==> config.mk <==
export PLATFORM = sky130hd
export DESIGN_NAME = pm_dram_ctrl
export DESIGN_NICKNAME = d
export VERILOG_FILES = /design/src/rtl/pm_dram_ctrl.sv
export SDC_FILE = /design/constraint.sdc
export NUM_CORES = 1
export LEC_CHECK = 0
export BUFFER_PORTS_ARGS = -buffer_cell sky130_fd_sc_hd__buf_2
export CORE_MARGIN = 1.5
export CORE_UTILIZATION = 35
export CTS_CLUSTER_DIAMETER = 150
export DETAILED_ROUTE_END_ITERATION = 8
export HOLD_SLACK_MARGIN = 0.06
export PLACE_DENSITY = 0.92
export SKIP_LAST_GASP = 1
export SYNTH_ARGS = -nofsm -noshare
export SYNTH_HDL_FRONTEND = slang
export SYNTH_SLANG_ARGS = --single-unit
==> constraint.sdc <==
create_clock -name clk -period 2.3 [get_ports clk]
set_input_delay 0.23 -clock clk [delete_from_list [all_inputs] [get_ports clk]]
set_output_delay 0.23 -clock clk [all_outputs]
set_load 0.05 [all_outputs]
==> src/rtl/pm_dram_ctrl.sv <==
module pm_dram_ctrl #(
  parameter int COLW = 9,
  parameter int ROWW = 10,
  parameter int DW = 32,
  localparam int AW = ROWW + COLW + 1,
  localparam int MAW = (ROWW > COLW) ? ROWW : COLW
) (
  input  logic           clk,
  input  logic           rst_n,
  input  logic           req,
  input  logic           seq,
  input  logic           we,
  input  logic [AW-1:0]  addr,
  input  logic [DW-1:0]  wdata,
  output logic           rdy,
  output logic [DW-1:0]  rdata,
  output logic [MAW-1:0] dram_ma,
  output logic           dram_ras_n,
  output logic [1:0]     dram_cas_n,
  output logic           dram_we_n,
  output logic [DW-1:0]  dram_wdata,
  input  logic [DW-1:0]  dram_rdata
);

  typedef enum logic [1:0] {ST_IDLE, ST_ROW, ST_COL} st_t;

  st_t             st;
  logic [ROWW-1:0] open_row;
  logic            open_v;
  logic [1:0]      cas_last;

  wire             bank = addr[0];
  wire [COLW-1:0]  col  = addr[COLW:1];
  wire [ROWW-1:0]  row  = addr[AW-1:COLW+1];

  wire hit     = seq && open_v && (row == open_row);
  wire start   = (st == ST_IDLE) && req;
  wire miss    = start && !hit;
  wire fast    = start && hit && !cas_last[bank];
  wire col_cyc = fast || (st == ST_COL);

  wire [1:0] cas_sel = col_cyc ? (2'b01 << bank) : 2'b00;

  assign rdy        = col_cyc;
  assign rdata      = dram_rdata;
  assign dram_cas_n = ~cas_sel;
  assign dram_ras_n = !((st == ST_ROW) || (open_v && !miss));
  assign dram_ma    = (st == ST_ROW) ? MAW'(row) : MAW'(col);
  assign dram_we_n  = !(col_cyc && we);
  assign dram_wdata = wdata;

  always_ff @(posedge clk or negedge rst_n) begin
    if (!rst_n) begin
      st       <= ST_IDLE;
      open_v   <= 1'b0;
      open_row <= '0;
      cas_last <= 2'b00;
    end else begin
      cas_last <= cas_sel;
      case (st)
        ST_IDLE: begin
          if (miss) begin
            open_v <= 1'b0;
            st     <= ST_ROW;
          end else if (start && !fast) begin
            st <= ST_COL;
          end
        end
        ST_ROW: begin
          open_row <= row;
          open_v   <= 1'b1;
          st       <= ST_COL;
        end
        default: st <= ST_IDLE;
      endcase
    end
  end

  // the row opens only after a precharge clock
  a_r3_precharge_first: assert property (@(posedge clk) disable iff (!rst_n)
    (st == ST_ROW) |-> $past(dram_ras_n));

  // a full cycle ends with rdy in its third clock
  a_r3_ready_third: assert property (@(posedge clk) disable iff (!rst_n)
    miss |-> ##2 rdy);

  // no bank strobes in two consecutive clocks
  for (genvar g = 0; g < 2; g++) begin : g_bank
    a_r5_cas_gap: assert property (@(posedge clk) disable iff (!rst_n)
      !dram_cas_n[g] |-> $past(dram_cas_n[g]));
  end

  // one strobe per completed word
  a_r8_one_strobe: assert property (@(posedge clk) disable iff (!rst_n)
    rdy |-> ($countones(~dram_cas_n) == 1));

  a_r8_no_stray_strobe: assert property (@(posedge clk) disable iff (!rst_n)
    $countones(~dram_cas_n) <= 1);

  // the row is open whenever a word completes
  a_r9_row_open: assert property (@(posedge clk) disable iff (!rst_n)
    rdy |-> !dram_ras_n);

endmodule

# Word level (Yosys, flattened, before mapping)
# Cells that the tools add are included.
# word_totals
reg_bits,15
latchBits,0
mem_bits_rw,0
rom_bits,0
mem_count,0
# classes
n_addsub,0
multipliers,0
n_div,0
order_cmp,1
n_eq_ne,5
shift,1
muxes,9
n_bitwise,1
reduce_logical,20
# ops
operator,count
$eq 10x10->1,1
$mux 10,1
$logic_and 1x1->1,9
$logic_not 1->1,6
$mux 2,3
$pmux 2 s2,1
$mux 1,3
$ne 3x2->1 const B,1
$eq 2x1->1 const B,1
$eq 2x2->1 const B,1
$logic_not 2->1,1
$logic_or 1x1->1,2
$lt 1x2->1 const B,1
$ne 2x2->1 const B,1
$not 2->2,1
$pmux 1 s2,1
$reduce_and 2->1,1
$reduce_bool 2->1,1
$shl 1x1->2 const A,1

# Longest topological paths before layout
# depth
depth_word,9
ltp_mapped,4
mapped_depth_nobuf,4

# Worst setup path after synthesis
# Ideal clock, no wire load.
# synth_path
path_type,register to output
startpoint,register open_row[8]
endpoint,output port dram_cas_n[1]
t_arrival_ps,1953
required_time_ps,2070
setup_slack_ps,117
path_stages_with_launch,5
path_buffers,0
cell_sequence,dfrtp_1 xnor2_1 and3_1 and4_1 o21ai_0
# synth_via
elab_chain_len,7
# synth_rtl
element,line_no,source
from (decl),28,logic [ROWW-1:0] open_row;
from (signal assigned),70,open_row <= row;
$eq 10x10->1,36,wire hit = seq && open_v && (row == open_row);
$logic_and 1x1->1,36,
$logic_and 1x1->1 (2 in a row),39,wire fast = start && hit && !cas_last[bank];
$logic_or 1x1->1,40,wire col_cyc = fast || (st == ST_COL);
$mux 2,42,wire [1:0] cas_sel = col_cyc ? (2'b01 << bank) : 2'b00;
$not 2->2,46,assign dram_cas_n = ~cas_sel;
to (decl),19,"output logic [1:0] dram_cas_n,"
# No other way between the ends.

# Worst setup path in the final report
# layout_path
startpoint,register open_row[7]
endpoint,output port dram_cas_n[0]
# The elaborated chain is that of the path after synthesis.

==> out/metrics.cfg <==
[clock_network]
cts_buffer_depth=2
cts_tree=yes
cts_resized=0
cts_sinks=15
post-cts-setup-buffers=0
clk_latency_ns=0.25
hold_buffers=1
cts.htree.levels=1
cts_buffers=3
cts-root-buf=clkbuf_8
clk_pin_slew_ns=0.06

[sta]
finalHoldViolations=0
rsz0062_at_grt=false
period_minus_slack_ns=2.12
setup_viol=0
whs_ns=0.224
skew_ns=0.00167
finalMaxSlewViolations=0
fin_crit_sh_pct=92.2
tightest_slew_ns=0.475
max_freq_mhz=471
tns_ns=0
slew_headroom_pct=68.1

[critical_path]
path_class=flip-flop to output port
critical_path.max_stage_delay_ns=0.47
cp-end-kind=output port
worstSetupStartpointType=flip-flop
crit_chain=xor2_1, nor4_1, nand4_2, a21o_1, buf_2
cp_data_required_time_ns=2.07
crit_fanout=4
cp.arrival_ns=1.89
crit_path_top_delay_cell=nor4_1

[yosys]
netlist_instances=169
synthMuxAreaShare_pct=0
synth_compound_area_share_pct=7.38
ys_ff_latch=15
synthSimpleGateAreaFrac_pct=21.9
synth-seq-area-share_pct=27.7
synth_warnings=0
syn_nets=258
synth_cell_types=27
synthAdderAreaFrac_pct=0
syn_area_per_cell_um2=8.03
synth_top_family_by_area=buffers and inverters
synthXorXnorAreaFrac_pct=6.46
synthesis.area_mm2=0.00136

[die]
coreArea_mm2=0.00369
ioPinCount=168
rows=22
die_area_mm2=0.00426
initial_core_util_pct=36.8
die-height_um=65.3
die_w_um=65.3

[route]
route.detailed.drc=0
first_pass_iters=4
wl_um=2450
ant_nets=0
via_per_inst=4.63
wl_per_cell_um=12.5
drtIter0Drc=4
via_count=907

[final_layout]
drive_above_1_share_pct=31.8
fillers=422
fin_util_pct=32.2
syn_to_final_growth_pct=-12.4
diodes=0
fin_nets=238

[grt]
met3_usage_pct=3.25
antenna_found_initial=0
grt_pass1_vias=885
grt_usage_pct=12.1
grt.busiest_layer=met2
use_met1_pct=14.1
gr-total-overflow=0
grt_max_degree=16
met2_usage_pct=18.8
grt_pass1_wl_um=3880

[status]
status=completed

[worst_hold_path]
hold_path_class=primary input to flip-flop

[pwr]
total_power_mw=1.02
leakage_nw=0.652
ir_drop_uv=328
powerDensity_mw_per_mm2=856

[placement]
finalWeightedCongestion=0.827
dp_hpwl_um=1980
numPortBuffers=39

[flow_run]
max_cap_violations=0

[report_power, final]
part / switching, mW / internal [mW]
combinational: 0.285 / 0.140
clock: 0.0905 / 0.123
sequential: 0.0480 / 0.332
[sequential cells by signal, summed over array words and instances (netlist names)]
| register | cells |
|---|---|
| cas_last | 2 |
| st | 2 |
| open_row | 10 |
| open_v | 1 |
[worst paths after layout]
path / depth (start not counted) / endpoint / startpoint / slack [ns]
max: 5 / dram_cas_n[0] / open_row[7] / 0.18
min: 3 / open_row[8] / addr[18] / 0.22
max reg2reg: 4 / cas_last[1] / open_row[7] / 0.82
min reg2reg: 2 / open_row[0] / open_row[0] / 0.49
max in group asynchronous: 2 / cas_last[1] / rst_n / 1.62
min in group asynchronous: 2 / open_row[6] / rst_n / 0.42
[synthesized netlist by cell type]
cell type / number / area [um^2]
nand3_1: 1 / 5.00
a21boi_1: 1 / 7.51
o41ai_1: 1 / 8.76
o21a_1: 1 / 7.51
nand2_1: 49 / 184
buf_2: 1 / 5.00
o311ai_0: 1 / 8.76
and4_1: 1 / 8.76
o311a_1: 1 / 10.0
nor2_1: 1 / 3.75
and2_1: 1 / 6.26
nor4_1: 4 / 25.0
and3_1: 1 / 6.26
a21oi_1: 1 / 5.00
nand4_2: 1 / 12.5
clkbuf_1: 2 / 7.51
nor2b_1: 3 / 18.8
nand2b_1: 2 / 12.5
xnor2_1: 3 / 26.3
inv_1: 1 / 3.75
buf_4: 64 / 480
a2111oi_4: 1 / 27.5
dfrtp_1: 15 / 375
xor2_1: 7 / 61.3
nand2b_4: 1 / 13.8
o21ai_0: 2 / 10.0
a21o_1: 2 / 15.0
[layout by cell type, fill, tap and decap left out, types with 2 or more instances in the layout]
master	netlist	layout
nand2_1	49	49
buf_2	1	39
dfrtp_1	15	15
xor2_1	7	7
nor4_1	4	4
nor2b_1	3	3
xnor2_1	3	3
clkbuf_8	0	3
nand2b_1	2	2
a21o_1	2	2
o21ai_0	2	2
buf_4	64	2
[cell families after synthesis]
kind of cell,count (synthesis)
DFF,15
xor gates and xnor gates,10
buffers and inverters,68
AOI/OAI and AO/OA,11
and+or+nand+nor,65
[stage by stage]
step / area [um^2] / cells / setup WS [ns]
global placement: 1130 / 191 / 0.446
floorplan: 1360 / 169 / 0.117
finish: 1190 / 196 / 0.179
detailed placement: 1130 / 191 / 0.452
global route: 1190 / 196 / 0.0371
CTS: 1190 / 196 / 0.177
[layer usage]
layer	vias up	part of all wire [%]
li1	433	-
met1	413	41
met2	42	47
met3	19	8.4
met4	0	4.2
met5	-	0
[worst max-delay path, delay by kind of cell, from the launching register on]
family                 cells  cell delay [ns]
AND/OR/NAND/NOR            2             0.67
buffers and inverters      1             0.20
XOR/XNOR                   1             0.18
AO/OA/AOI/OAI              1             0.21
flip-flops                 1             0.39
[area by class of cell]
class / instances / area, um^2 / share of cell area, %
inverter: 1 / 3.75 / 0.316
sequential: 15 / 375 / 31.6
tap: 48 / 60.1 / 5.05
timing repair buffer: 42 / 220 / 18.5
multi-input combinational: 86 / 484 / 40.7
clock buffer: 4 / 45.0 / 3.79
No activity file was read; power rests on OpenSTA's default activity.
